**config.mk**
```make
export PLATFORM = sky130hd
export DESIGN_NAME = edge_irq_port
export DESIGN_NICKNAME = d
export VERILOG_FILES = /design/src/rtl/eirq_pkg.sv /design/src/rtl/eirq_sync.sv /design/src/rtl/eirq_ctrl.sv /design/src/rtl/eirq_datapath.sv /design/src/rtl/edge_irq_port.sv
export SDC_FILE = /design/constraint.sdc
export NUM_CORES = 1
export LEC_CHECK = 0
export BUFFER_PORTS_ARGS = -buffer_cell sky130_fd_sc_hd__buf_2
export CORE_ASPECT_RATIO = 0.9
export CORE_MARGIN = 5
export CORE_UTILIZATION = 35
export DETAILED_ROUTE_END_ITERATION = 10
export PLACE_DENSITY = 0.62
export SYNTH_ARGS = -nofsm -noshare
export SYNTH_HDL_FRONTEND = slang
export SYNTH_SLANG_ARGS = --single-unit
```
**constraint.sdc**
```tcl
create_clock -name clk -period 1.55 [get_ports clk]
set_clock_uncertainty 0.05 [all_clocks]
set_input_delay 0.155 -clock clk [delete_from_list [all_inputs] [get_ports clk]]
set_output_delay 0.155 -clock clk [all_outputs]
set_load 0.005 [all_outputs]
```
**src/rtl/eirq_pkg.sv**
```systemverilog
package eirq_pkg;

  typedef enum logic [1:0] {
    TRIG_LEVEL = 2'b00,
    TRIG_RISE  = 2'b01,
    TRIG_FALL  = 2'b10,
    TRIG_BOTH  = 2'b11
  } trigMode_t;

  typedef enum logic [1:0] {
    SEL_TRIG = 2'd0,
    SEL_DIR  = 2'd1,
    SEL_EN   = 2'd2,
    SEL_FLAG = 2'd3
  } regSel_t;

  typedef struct packed {
    logic wrTrig;
    logic wrDir;
    logic wrEnable;
    logic clrFlag;
  } eirqStrobe_t;

endpackage

```
**src/rtl/eirq_sync.sv**
```systemverilog
module eirq_sync #(
  parameter int STAGES = 2,
  parameter int WIDTH  = 8
) (
  input  logic             clk,
  input  logic             rstN,
  input  logic [WIDTH-1:0] dIn,
  output logic [WIDTH-1:0] dOut
);

  logic [STAGES-1:0][WIDTH-1:0] chain;

  generate
    for (genvar s = 0; s < STAGES; s++) begin : g_stage
      if (s == 0) begin : g_first
        always_ff @(posedge clk or negedge rstN) begin
          if (!rstN) chain[0] <= '0;
          else       chain[0] <= dIn;
        end
      end else begin : g_next
        always_ff @(posedge clk or negedge rstN) begin
          if (!rstN) chain[s] <= '0;
          else       chain[s] <= chain[s-1];
        end
      end
    end
  endgenerate

  assign dOut = chain[STAGES-1];

endmodule

```
**src/rtl/eirq_ctrl.sv**
```systemverilog
module eirq_ctrl
  import eirq_pkg::*;
#(
  parameter int PIN_W  = 8,
  parameter int DATA_W = 16
) (
  input  logic              wrEn,
  input  logic [1:0]        regSel,
  input  logic [DATA_W-1:0] trigQ,
  input  logic [PIN_W-1:0]  dirQ,
  input  logic [PIN_W-1:0]  enQ,
  input  logic [PIN_W-1:0]  flagQ,
  output eirqStrobe_t       stb,
  output logic [DATA_W-1:0] rdData
);

  localparam int PAD_W = DATA_W - PIN_W;

  regSel_t sel;
  assign sel = regSel_t'(regSel);

  always_comb begin
    stb          = '0;
    stb.wrTrig   = wrEn && (sel == SEL_TRIG);
    stb.wrDir    = wrEn && (sel == SEL_DIR);
    stb.wrEnable = wrEn && (sel == SEL_EN);
    stb.clrFlag  = wrEn && (sel == SEL_FLAG);
  end

  always_comb begin
    unique case (sel)
      SEL_TRIG: rdData = trigQ;
      SEL_DIR:  rdData = {{PAD_W{1'b0}}, dirQ};
      SEL_EN:   rdData = {{PAD_W{1'b0}}, enQ};
      SEL_FLAG: rdData = {{PAD_W{1'b0}}, flagQ};
      default:  rdData = '0;
    endcase
  end

endmodule

```
**src/rtl/eirq_datapath.sv**
```systemverilog
module eirq_datapath
  import eirq_pkg::*;
#(
  parameter int NUM_PINS    = 7,
  parameter int SYNC_STAGES = 2,
  parameter int PIN_W       = NUM_PINS + 1,
  parameter int DATA_W      = 2 * PIN_W
) (
  input  logic              clk,
  input  logic              rstN,
  input  eirqStrobe_t       stb,
  input  logic [DATA_W-1:0] wrData,
  input  logic [PIN_W-1:0]  pinIn,
  output logic [DATA_W-1:0] trigQ,
  output logic [PIN_W-1:0]  dirQ,
  output logic [PIN_W-1:0]  enQ,
  output logic [PIN_W-1:0]  flagQ,
  output logic [PIN_W-1:0]  syncQ,
  output logic [PIN_W-1:0]  edgeHit,
  output logic [PIN_W-1:0]  irqReq
);

  localparam logic [PIN_W-1:0]  PIN_MASK  = {{NUM_PINS{1'b1}}, 1'b0};
  localparam logic [DATA_W-1:0] TRIG_MASK = {{(DATA_W-2){1'b1}}, 2'b00};

  logic [PIN_W-1:0] syncPrev;
  logic [PIN_W-1:0] clrMask;
  logic [PIN_W-1:0] wrByte;

  assign wrByte  = wrData[PIN_W-1:0];
  assign clrMask = stb.clrFlag ? wrByte : '0;

  eirq_sync #(.STAGES(SYNC_STAGES), .WIDTH(PIN_W)) u_sync (
    .clk  (clk),
    .rstN (rstN),
    .dIn  (pinIn),
    .dOut (syncQ)
  );

  always_ff @(posedge clk or negedge rstN) begin
    if (!rstN) syncPrev <= '0;
    else       syncPrev <= syncQ;
  end

  always_ff @(posedge clk or negedge rstN) begin
    if (!rstN) begin
      trigQ <= '0;
      dirQ  <= '0;
      enQ   <= '0;
    end else begin
      if (stb.wrTrig)   trigQ <= wrData & TRIG_MASK;
      if (stb.wrDir)    dirQ  <= wrByte & PIN_MASK;
      if (stb.wrEnable) enQ   <= wrByte & PIN_MASK;
    end
  end

  // A new edge wins over a clear in the same cycle.
  always_ff @(posedge clk or negedge rstN) begin
    if (!rstN) flagQ <= '0;
    else       flagQ <= ((flagQ & ~clrMask) | edgeHit) & PIN_MASK;
  end

  assign edgeHit[0] = 1'b0;
  assign irqReq[0]  = 1'b0;

  generate
    for (genvar p = 1; p < PIN_W; p++) begin : g_pin
      trigMode_t mode;
      logic      rise;
      logic      fall;

      assign mode = trigMode_t'(trigQ[2*p +: 2]);
      assign rise = syncQ[p] & ~syncPrev[p];
      assign fall = ~syncQ[p] & syncPrev[p];

      always_comb begin
        unique case (mode)
          TRIG_LEVEL: edgeHit[p] = 1'b0;
          TRIG_RISE:  edgeHit[p] = rise;
          TRIG_FALL:  edgeHit[p] = fall;
          TRIG_BOTH:  edgeHit[p] = rise | fall;
          default:    edgeHit[p] = 1'b0;
        endcase
      end

      assign irqReq[p] = enQ[p] & ((mode == TRIG_LEVEL) ? ~syncQ[p] : flagQ[p]);
    end
  endgenerate

endmodule

```
**src/rtl/edge_irq_port.sv**
```systemverilog
module edge_irq_port
  import eirq_pkg::*;
#(
  parameter  int NUM_PINS    = 7,
  parameter  int SYNC_STAGES = 2,
  localparam int PIN_W       = NUM_PINS + 1,
  localparam int DATA_W      = 2 * PIN_W
) (
  input  logic              clk,
  input  logic              rstN,
  input  logic [1:0]        regSel,
  input  logic              wrEn,
  input  logic [DATA_W-1:0] wrData,
  output logic [DATA_W-1:0] rdData,
  input  logic [PIN_W-1:0]  pinIn,
  output logic [PIN_W-1:0]  pinDir,
  output logic [PIN_W-1:0]  irqReq
);

  eirqStrobe_t       stb;
  logic [DATA_W-1:0] trigQ;
  logic [PIN_W-1:0]  dirQ;
  logic [PIN_W-1:0]  enQ;
  logic [PIN_W-1:0]  flagQ;
  logic [PIN_W-1:0]  syncQ;
  logic [PIN_W-1:0]  edgeHit;

  eirq_ctrl #(.PIN_W(PIN_W), .DATA_W(DATA_W)) u_ctrl (
    .wrEn   (wrEn),
    .regSel (regSel),
    .trigQ  (trigQ),
    .dirQ   (dirQ),
    .enQ    (enQ),
    .flagQ  (flagQ),
    .stb    (stb),
    .rdData (rdData)
  );

  eirq_datapath #(
    .NUM_PINS(NUM_PINS), .SYNC_STAGES(SYNC_STAGES), .PIN_W(PIN_W), .DATA_W(DATA_W)
  ) u_dp (
    .clk     (clk),
    .rstN    (rstN),
    .stb     (stb),
    .wrData  (wrData),
    .pinIn   (pinIn),
    .trigQ   (trigQ),
    .dirQ    (dirQ),
    .enQ     (enQ),
    .flagQ   (flagQ),
    .syncQ   (syncQ),
    .edgeHit (edgeHit),
    .irqReq  (irqReq)
  );

  assign pinDir = dirQ;

endmodule

```
==> summary.txt, run 1 <==
Timing
  • RSZ-0062 raised after global routing: yes
  • Final min period: 1540 ps
  • Period utilisation layout: 99.2%
  • Max Clock Freq: 0.650 GHz
  • Setup TNS: 0 ps
  • Worst setup margin: 11.8 ps
  • Final setup fails: 0
  • Final Hold Viols: 0
  • Slew Viols, Final: 0

Detailed routing
  • Routed WL: 5790 um
  • Drt first pass iters: 4
  • DR DRC count: 0
  • Iteration-0 DRC Markers: 34
  • Via count: 1848
  • Post-DR wirelength/cell: 14.4 um
  • Vias/cell: 4.61
  • DRT antenna net count: 0

Layout
  • Final Non-Filler Cells: 401
  • Final instance area: 0.00350 sq mm
  • Synthesis-to-finish area growth: 28.9%
  • Share of layout cells above drive strength 1: 46.2%
  • Fillers: 728
  • Diodes inserted: 0
  • Nets: 348

CTS
  • Max Root-Sink Buffers: 2
  • Inserted Clock Buffers: 5
  • Skew-Pair Late Insertion Delay: 300 ps
  • CTS Sinks: 56
  • Clk slew on worst S/H paths: 90 ps
  • TritonCTS clock tree: built
  • Max H-tree Level: 2
  • Clk root buf: clkbuf_8

Logic synthesis
  • List of most frequent post-synthesis cells: dfrtp_1 (56), inv_1 (21), mux2_2 (19), nand2_1 (19), ha_1 (14)
  • Number of synthesized register bits: 56
  • Synth Area per Inst: 13.2 sq um
  • Synth top area share: 51.5%
  • Synth area leaders: dfrtp_1 (52%), mux2_2 (7.9%), ha_1 (6.4%), mux4_1 (5.8%), mux2_4 (5.5%)
  • Top-count cell post-synth: dfrtp_1
  • Cell variety after synth: 27
  • EDFF count, synth: 0
  • Ys Warns: 0
  • Ys flop type: dfrtp_1
  • Mapped Cells: 206
  • Register area share after synthesis: 51.5%
  • Mapped Area: 0.00272 sq mm
  • FFs w/ async S/R, synth: 100%
  • Largest area contributor in the netlist: dfrtp_1

Placed design
  • Dpl hpwl: 3910 um
  • Pre-CTS setup slack: 150 ps
  • Final Wtd Congestion: 0.749
  • Placed cell area: 0.00309 sq mm
  • Input/output buffers: 55
  • Post-placement cell count: 357

Setup path
  • Slowest stage delay, CP: 480 ps
  • Critical R2R Capture: u_dp.flagQ[6]$_DFF_PN0_
  • Crit path capture type: output pin
  • Crit Path Class: register to output pin
  • Delay-heaviest family, CP: multiplexers
  • CP cell instances: mux4_2 -> buf_2
  • CP required: 1340 ps
  • Setup slack, reg-to-reg: 180 ps
  • R2R Path Start: u_dp.u_sync.dOut[6]$_DFF_PN0_
  • Slowest cell on crit path: mux4_2
  • Buf/Inv on CP: 1
  • Worst-path maximum fanout: 3
  • Reg2Reg Depth: 5
  • Crit path launch type: register
  • Arr. time, crit path: 1330 ps

Floorplan
  • Core area: 0.00754 sq mm
  • Die height: 93.6 um
  • Io pins: 61
  • Die Area: 0.00963 sq mm
  • FP Rows: 30
  • Die width: 103 um
  • Starting Density: 36.0%

Global route
  • Antenna violations before repair: 0
  • Largest net degree at the start of global routing: 57
  • Number of global-route vias before repair: 1883
  • First-pass GRT wire length: 9310 um
  • Total gr overflow: 0
  • GRT Total Usage: 12.6%

Min path
  • Hold path endpoint: u_dp.trigQ[15]$_DFFE_PN0P_
  • WHS Path Cells: 2
  • Hold Path Class: input port to register
  • HP Start: wrData[15]

Status
  • Status: complete, no violations

Power
  • Pwr Total: 3.75 mW
  • Lkg Pwr: 1.76 nW
  • Power Dens Cells: 1070 mW/mm^2
  • Peak VDD IR: 0.000505 V

Job
  • MaxCap Viol Count: 0
state kept, by name (all words and copies together) (netlist names):
name,cells
u_dp.u_sync.dOut,7
u_dp.syncPrev,7
u_dp.dirQ,7
u_dp.u_sync.chain,7
u_dp.enQ,7
u_dp.trigQ,14
u_dp.flagQ,7
final cells by class:
class                      instances  area [sq um]  area share (%)
sequential                        56          1400            40.0
multi-input combinational        123          1170            33.4
timing repair buffer              98           637            18.2
tap                               96           120            3.43
clock buffer                       7          96.3            2.75
inverter                          21          78.8            2.25
worst max-delay path by stage:
stage / from / to / slack, ps / depth (start not counted)
2_1_floorplan: u_dp.u_sync.dOut[3]$_DFF_PN0_ / u_dp.flagQ[3]$_DFF_PN0_ / 330 / 4
3_3_place_gp: regSel[0] / rdData[7] / 150 / 3
3_5_place_dp: regSel[0] / rdData[2] / 150 / 3
4_1_cts: u_dp.trigQ[12]$_DFFE_PN0P_ / irqReq[6] / -30 / 3
5_1_grt: u_dp.u_sync.dOut[5]$_DFF_PN0_ / irqReq[5] / -50 / 3
6_report: u_dp.flagQ[4]$_DFF_PN0_ / rdData[4] / 10 / 2
logic make-up (layout without fill, tap and decap cells):
family	Yosys count	after routing	synth area share (%)
buf+inv	29	126	6.07
flops	56	56	51.5
compound gates	17	17	5.71
mux	42	42	21.8
other cells	1	3	0.138
simple gates	47	47	8.33
fa+ha+maj	14	14	6.44
stage by stage:
stage                     utilization [%]  hold slack, ps
after floorplan                         -            -191
after CTS                            45.4            16.9
after detailed placement             41.0             135
after global routing                 46.5            19.1
after global placement               41.0             125
final                                46.5            29.1
cell usage in the layout (no fill, tap or decap):
master and n:
buf_4 34, dlygate4sd3_1 8, o211a_1 5, nor2_4 3, mux2i_1 7, nor2_2 1, a22o_4 1, and2b_2 1
and2_4 1, dfrtp_1 56, buf_6 1, ha_1 14, a21boi_1 2, mux2_2 18, nand2_1 19, buf_12 1
a221o_1 7, conb_1 3, nor2_1 9, and3_1 1, and2_1 8, mux4_2 6, nand2_2 1, clkbuf_8 7
mux2_4 11, or3_1 2, o21ai_0 2, nand3b_2 1, buf_2 54, inv_1 21
routing by layer:
| metal | part of all wire [%] | vias up | GRT usage (%) |
|---|---|---|---|
| met3 | 5.9 | 2 | 2.98 |
| li1 | - | 893 | - |
| met5 | 0 | - | 0 |
| met2 | 46 | 46 | 19.6 |
| met4 | 0.48 | 0 | 2.91 |
| met1 | 48 | 907 | 17.7 |
report_power, final:
part           internal (mW)  switching, mW
combinational          0.681          0.420
clock                  0.399          0.435
sequential              1.67          0.146
total                   2.75           1.00
worst register-to-register path, cell delays in order, from the launching register on:
cell	delay, ps
dfrtp_1	360
buf_4	120
inv_1	40
ha_1	260
mux2i_1	70
a221o_1	350
timing repair:
| item | CTS | global route |
|---|---|---|
| hold buffers | 8 | 0 |
| resized for setup | 8 | 9 |
| pin swaps | 2 | 5 |
| setup endpoints to repair | 9 | 12 |
| cloned | 0 | 0 |
| hold endpoints to repair | 63 | 0 |
| buffers inserted | 23 | 6 |
Note: power is estimated with default switching activity, not from simulation.
==> inputs of run 2 (changes only) <==
Settings changed: CORE_UTILIZATION 35 to 54, PLACE_DENSITY 0.62 to 0.86.
==> summary.txt, run 2 (synthesis gave the netlist of run 1 again) <==
CTS
  • Clk root buf: clkbuf_8
  • Skew-Pair Late Insertion Delay: 310 ps
  • Inserted Clock Buffers: 5
  • TritonCTS clock tree: built
  • Max Root-Sink Buffers: 2
  • CTS Sinks: 56
  • Clk slew on worst S/H paths: 90 ps
  • Max H-tree Level: 2

Global route
  • Number of global-route vias before repair: 1908
  • Largest net degree at the start of global routing: 38
  • Antenna violations before repair: 0
  • GRT Total Usage: 17.9%
  • First-pass GRT wire length: 9270 um
  • Total gr overflow: 0

Detailed routing
  • Via count: 1896
  • DRT antenna net count: 0
  • Post-DR wirelength/cell: 16.1 um
  • Vias/cell: 5.17
  • DR DRC count: 0
  • Routed WL: 5900 um
  • Iteration-0 DRC Markers: 56
  • Drt first pass iters: 4

Placed design
  • Dpl hpwl: 3710 um
  • Placed cell area: 0.00303 sq mm
  • Input/output buffers: 55
  • Pre-CTS setup slack: 110 ps
  • Final Wtd Congestion: 0.810

Setup path
  • CP required: 1340 ps
  • Critical R2R Capture: u_dp.flagQ[5]$_DFF_PN0_
  • Crit path launch type: register
  • Crit Path Class: register to output pin
  • Crit path capture type: output pin
  • Arr. time, crit path: 1360 ps
  • R2R Path Start: u_dp.u_sync.dOut[5]$_DFF_PN0_
  • Worst-path maximum fanout: 2
  • Reg2Reg Depth: 5
  • Setup slack, reg-to-reg: 190 ps

Floorplan
  • Io pins: 61
  • FP Rows: 24
  • Die height: 77.3 um
  • Starting Density: 55.9%
  • Die width: 84.8 um
  • Core area: 0.00486 sq mm
  • Die Area: 0.00656 sq mm

Min path
  • Hold path endpoint: u_dp.trigQ[12]$_DFFE_PN0P_
  • HP Start: wrData[12]
  • Hold Path Class: input port to register
  • WHS Path Cells: 2

Layout
  • Commonest non-fill, non-tap cell in the layout: dfrtp_1
  • Final instance area: 0.00345 sq mm
  • Commonest non-fill, non-tap cells in the layout: dfrtp_1 (56), buf_2 (54), buf_4 (28)
  • Nets: 344
  • Synthesis-to-finish area growth: 26.7%
  • Most flops, register: u_dp.trigQ
  • Share of layout cells above drive strength 1: 46.4%
  • Diodes inserted: 0
  • Max FFs per register: 14

Timing
  • Max Clock Freq: 0.641 GHz
  • Slew Viols, Final: 0
  • Final setup fails: 3
  • Fin Hold WS: 19.6 ps
  • Final Hold Viols: 0
  • RSZ-0062 raised after global routing: yes
  • Setup TNS: -21.7 ps
  • Worst setup margin: -11.0 ps
  • Final min period: 1560 ps
  • Period utilisation layout: 101%

Power
  • Power Dens Cells: 1090 mW/mm^2
  • Lkg Pwr: 1.74 nW
  • Peak VDD IR: 0.000724 V

Status
  • Failing checks: setup timing
  • Status: finished, violations left

Job
  • MaxCap Viol Count: 0
==> run 2: changes by cell type in the layout (fill, tap and decap cells not counted) <==
cell and delta:
a21boi_1 -1, clkbuf_8 -1, nand2_1 -1, buf_4 -6, clkinv_2 +2, a21boi_2 +1, nand2_2 +1, buf_6 +2
==> run 2: layer usage <==
metal  GRT usage [%]  up-vias  part of all wire (%)
met5               0        -                     0
met2            27.7       65                    48
met3            5.68        8                   7.0
li1                -      893                     -
met4            3.96        0                   1.2
met1            24.8      930                    44
==> run 2: through the flow <==
step	total power [mW]	instances	util [%]
floorplan	2.32	208	-
global placement	2.61	323	62.3
detailed placement	2.65	323	62.3
CTS	3.69	365	69.6
global route	3.96	367	70.8
finish	3.75	367	70.8
==> run 2: cell type report <==
class | count | area, sq um
clock buffers | 6 | 82.6
clock inverters | 2 | 10.0
fillers | 360 | 1420
inverters | 21 | 78.8
multi-input cells | 123 | 1180
flip-flops and latches | 56 | 1400
well taps | 65 | 81.3
repair buffers | 94 | 614
==> run 2: what timing repair did <==
item                                   CTS  global route
resized for setup                        8            13
setup endpoints to repair                9            12
hold buffers                             8             0
buffers inserted                        26             2
pin swaps                                1             1
endpoints found under the hold margin   26             0
==> run 2: how the worst max path moves through the flow <==
stage,start,endpoint,depth (start not counted)
2_1_floorplan,u_dp.u_sync.dOut[3]$_DFF_PN0_,u_dp.flagQ[3]$_DFF_PN0_,4
3_3_place_gp,regSel[0],u_dp.flagQ[7]$_DFF_PN0_,4
3_5_place_dp,regSel[0],u_dp.flagQ[6]$_DFF_PN0_,4
4_1_cts,u_dp.flagQ[2]$_DFF_PN0_,rdData[2],2
5_1_grt,u_dp.u_sync.dOut[6]$_DFF_PN0_,irqReq[6],3
6_report,u_dp.u_sync.dOut[5]$_DFF_PN0_,irqReq[5],3
==> run 2: power by group <==
group	switching (mW)	internal [mW]	total [mW]
Clock	0.461	0.358	0.819
Sequential	0.156	1.67	1.82
Combinational	0.435	0.675	1.11
Total	1.05	2.70	3.75
==> run 2: critical path: stages (launching register included) <==
cell	delay (ps)
dfrtp_1	400
or3_1	400
a21boi_2	130
buf_2	120
==> inputs of run 3 (changes only) <==
Settings changed: ABC_AREA set to 1, PLACE_DENSITY 0.86 to 0.85.
==> summary.txt, run 3 <==
Status
  • Status: complete, no violations

Logic synthesis
  • Register area share after synthesis: 49.3%
  • EDFF count, synth: 0
  • FFs w/ async S/R, synth: 100%
  • List of most frequent post-synthesis cells: nand2_1 (82), dfrtp_1 (56), nand3_1 (43), inv_1 (36), o21ai_2 (20)
  • Ys Warns: 0
  • Largest area contributor in the netlist: dfrtp_1
  • Mapped Area: 0.00284 sq mm
  • Mapped Cells: 321
  • Cell variety after synth: 21
  • Number of synthesized register bits: 56
  • Synth top area share: 49.3%
  • Synth Area per Inst: 8.86 sq um
  • Top-count cell post-synth: nand2_1
  • Ys flop type: dfrtp_1
  • Synth area leaders: dfrtp_1 (49%), nand2_1 (11%), nand3_1 (7.6%), ha_1 (6.2%), o21ai_2 (6.2%)

Timing
  • Final Hold Viols: 0
  • Period utilisation layout: 90.8%
  • Max Clock Freq: 0.710 GHz
  • Fin Hold WS: 15.7 ps
  • Final min period: 1410 ps
  • Final setup fails: 0
  • Setup TNS: 0 ps
  • RSZ-0062 raised after global routing: no
  • Worst setup margin: 143 ps
  • Slew Viols, Final: 0

Setup path
  • Crit Path Class: register to output pin
  • CP required: 1340 ps
  • Arr. time, crit path: 1200 ps
  • Reg2Reg Depth: 5
  • R2R Path Start: u_dp.u_sync.dOut[5]$_DFF_PN0_
  • Setup slack, reg-to-reg: 310 ps
  • Crit path capture type: output pin
  • Worst-path maximum fanout: 6
  • Crit path launch type: register
  • Critical R2R Capture: u_dp.flagQ[5]$_DFF_PN0_

Detailed routing
  • Via count: 2317
  • Iteration-0 DRC Markers: 100
  • DRT antenna net count: 0
  • Drt first pass iters: 4
  • Vias/cell: 5.11
  • Post-DR wirelength/cell: 13.9 um
  • Routed WL: 6290 um
  • DR DRC count: 0

Layout
  • Final instance area: 0.00335 sq mm
  • Synthesis-to-finish area growth: 17.9%
  • Nets: 428
  • Fillers: 461
  • Commonest non-fill, non-tap cell in the layout: nand2_1
  • Max FFs per register: 14
  • Post-layout util: 64.5%
  • Diodes inserted: 0
  • Most flops, register: u_dp.trigQ
  • Commonest non-fill, non-tap cells in the layout: nand2_1 (82), dfrtp_1 (56), buf_2 (55)
  • Final Non-Filler Cells: 453
  • Share of layout cells above drive strength 1: 27.7%

Min path
  • HP Start: wrData[15]
  • Hold path endpoint: u_dp.trigQ[15]$_DFFE_PN0P_
  • Hold Path Class: input port to register
  • WHS Path Cells: 3

CTS
  • TritonCTS clock tree: built
  • Inserted Clock Buffers: 5
  • Skew-Pair Late Insertion Delay: 310 ps
  • CTS Sinks: 56
  • Clk slew on worst S/H paths: 100 ps
  • Max Root-Sink Buffers: 2
  • Post-CTS sizing: 0
  • Clk root buf: clkbuf_8
  • Post-CTS Hold Buffers: 8
  • Post-CTS Setup Repair Bufs: 0
  • Max H-tree Level: 2

Placed design
  • Placed cell area: 0.00314 sq mm
  • Dpl hpwl: 4370 um
  • Final Wtd Congestion: 0.811
  • Pre-CTS setup slack: 175 ps
  • Post-placement cell count: 437
  • Input/output buffers: 55

Global route
  • First-pass GRT wire length: 10900 um
  • GRT Total Usage: 20.4%
  • Number of global-route vias before repair: 2308
  • Total gr overflow: 0
  • Antenna violations before repair: 0
  • Largest net degree at the start of global routing: 57

Floorplan
  • Core area: 0.00519 sq mm
  • Die width: 86.5 um
  • Die Area: 0.00682 sq mm
  • Die height: 78.8 um
  • Starting Density: 54.7%
  • Io pins: 61
  • FP Rows: 25

Power
  • Lkg Pwr: 1.80 nW
  • Pwr Total: 3.61 mW
  • Peak VDD IR: 0.000666 V
  • Power Dens Cells: 1080 mW/mm^2

Job
  • MaxCap Viol Count: 0
-- run 3: cells by family after synthesis --
logic type	share of synthesized area, %
and+or+nand+nor	26.8
DFF	49.3
buffers and inverters	9.37
AOI/OAI and AO/OA	8.19
adders and majority gates	6.16
other	0.132
-- run 3: how the worst max path moves through the flow --
stage	end	startpoint
6_report	irqReq[1]	u_dp.trigQ[3]$_DFFE_PN0P_
4_1_cts	irqReq[1]	u_dp.trigQ[3]$_DFFE_PN0P_
2_1_floorplan	u_dp.flagQ[4]$_DFF_PN0_	u_dp.u_sync.dOut[4]$_DFF_PN0_
5_1_grt	irqReq[3]	u_dp.trigQ[6]$_DFFE_PN0P_
3_5_place_dp	u_dp.trigQ[2]$_DFFE_PN0P_	regSel[0]
3_3_place_gp	u_dp.trigQ[2]$_DFFE_PN0P_	regSel[1]
-- run 3: where the power goes --
part | switching (mW) | total (mW) | internal, mW
Combinational | 0.409 | 0.741 | 0.332
Sequential | 0.191 | 1.83 | 1.64
Clock | 0.467 | 1.04 | 0.570
Total | 1.07 | 3.61 | 2.54
-- run 3: metal layers --
| layer | routed length [um] | GRT usage (%) | share of wire (%) |
|---|---|---|---|
| met5 | 0 | 0 | 0 |
| met4 | 78 | 6.70 | 1.2 |
| met3 | 430 | 3.73 | 6.8 |
| met2 | 3110 | 33.3 | 50 |
| met1 | 2660 | 27.5 | 42 |
-- run 3: cell type report --
type	instances	area [sq um]	share of cell area, %
Clock buffer	7	96.3	2.88
Clock inverter	1	30.0	0.896
Inverter	39	151	4.52
Multi-Input combinational cell	215	1180	35.3
Sequential cell	56	1400	41.8
Tap cell	67	83.8	2.50
Timing Repair Buffer	68	405	12.1
-- run 3: worst max-delay path, stage by stage (launching register included) --
cell     delay (ps)
dfrtp_1         490
nor2_1           80
o21ai_0         150
nor2_1           50
buf_2           120
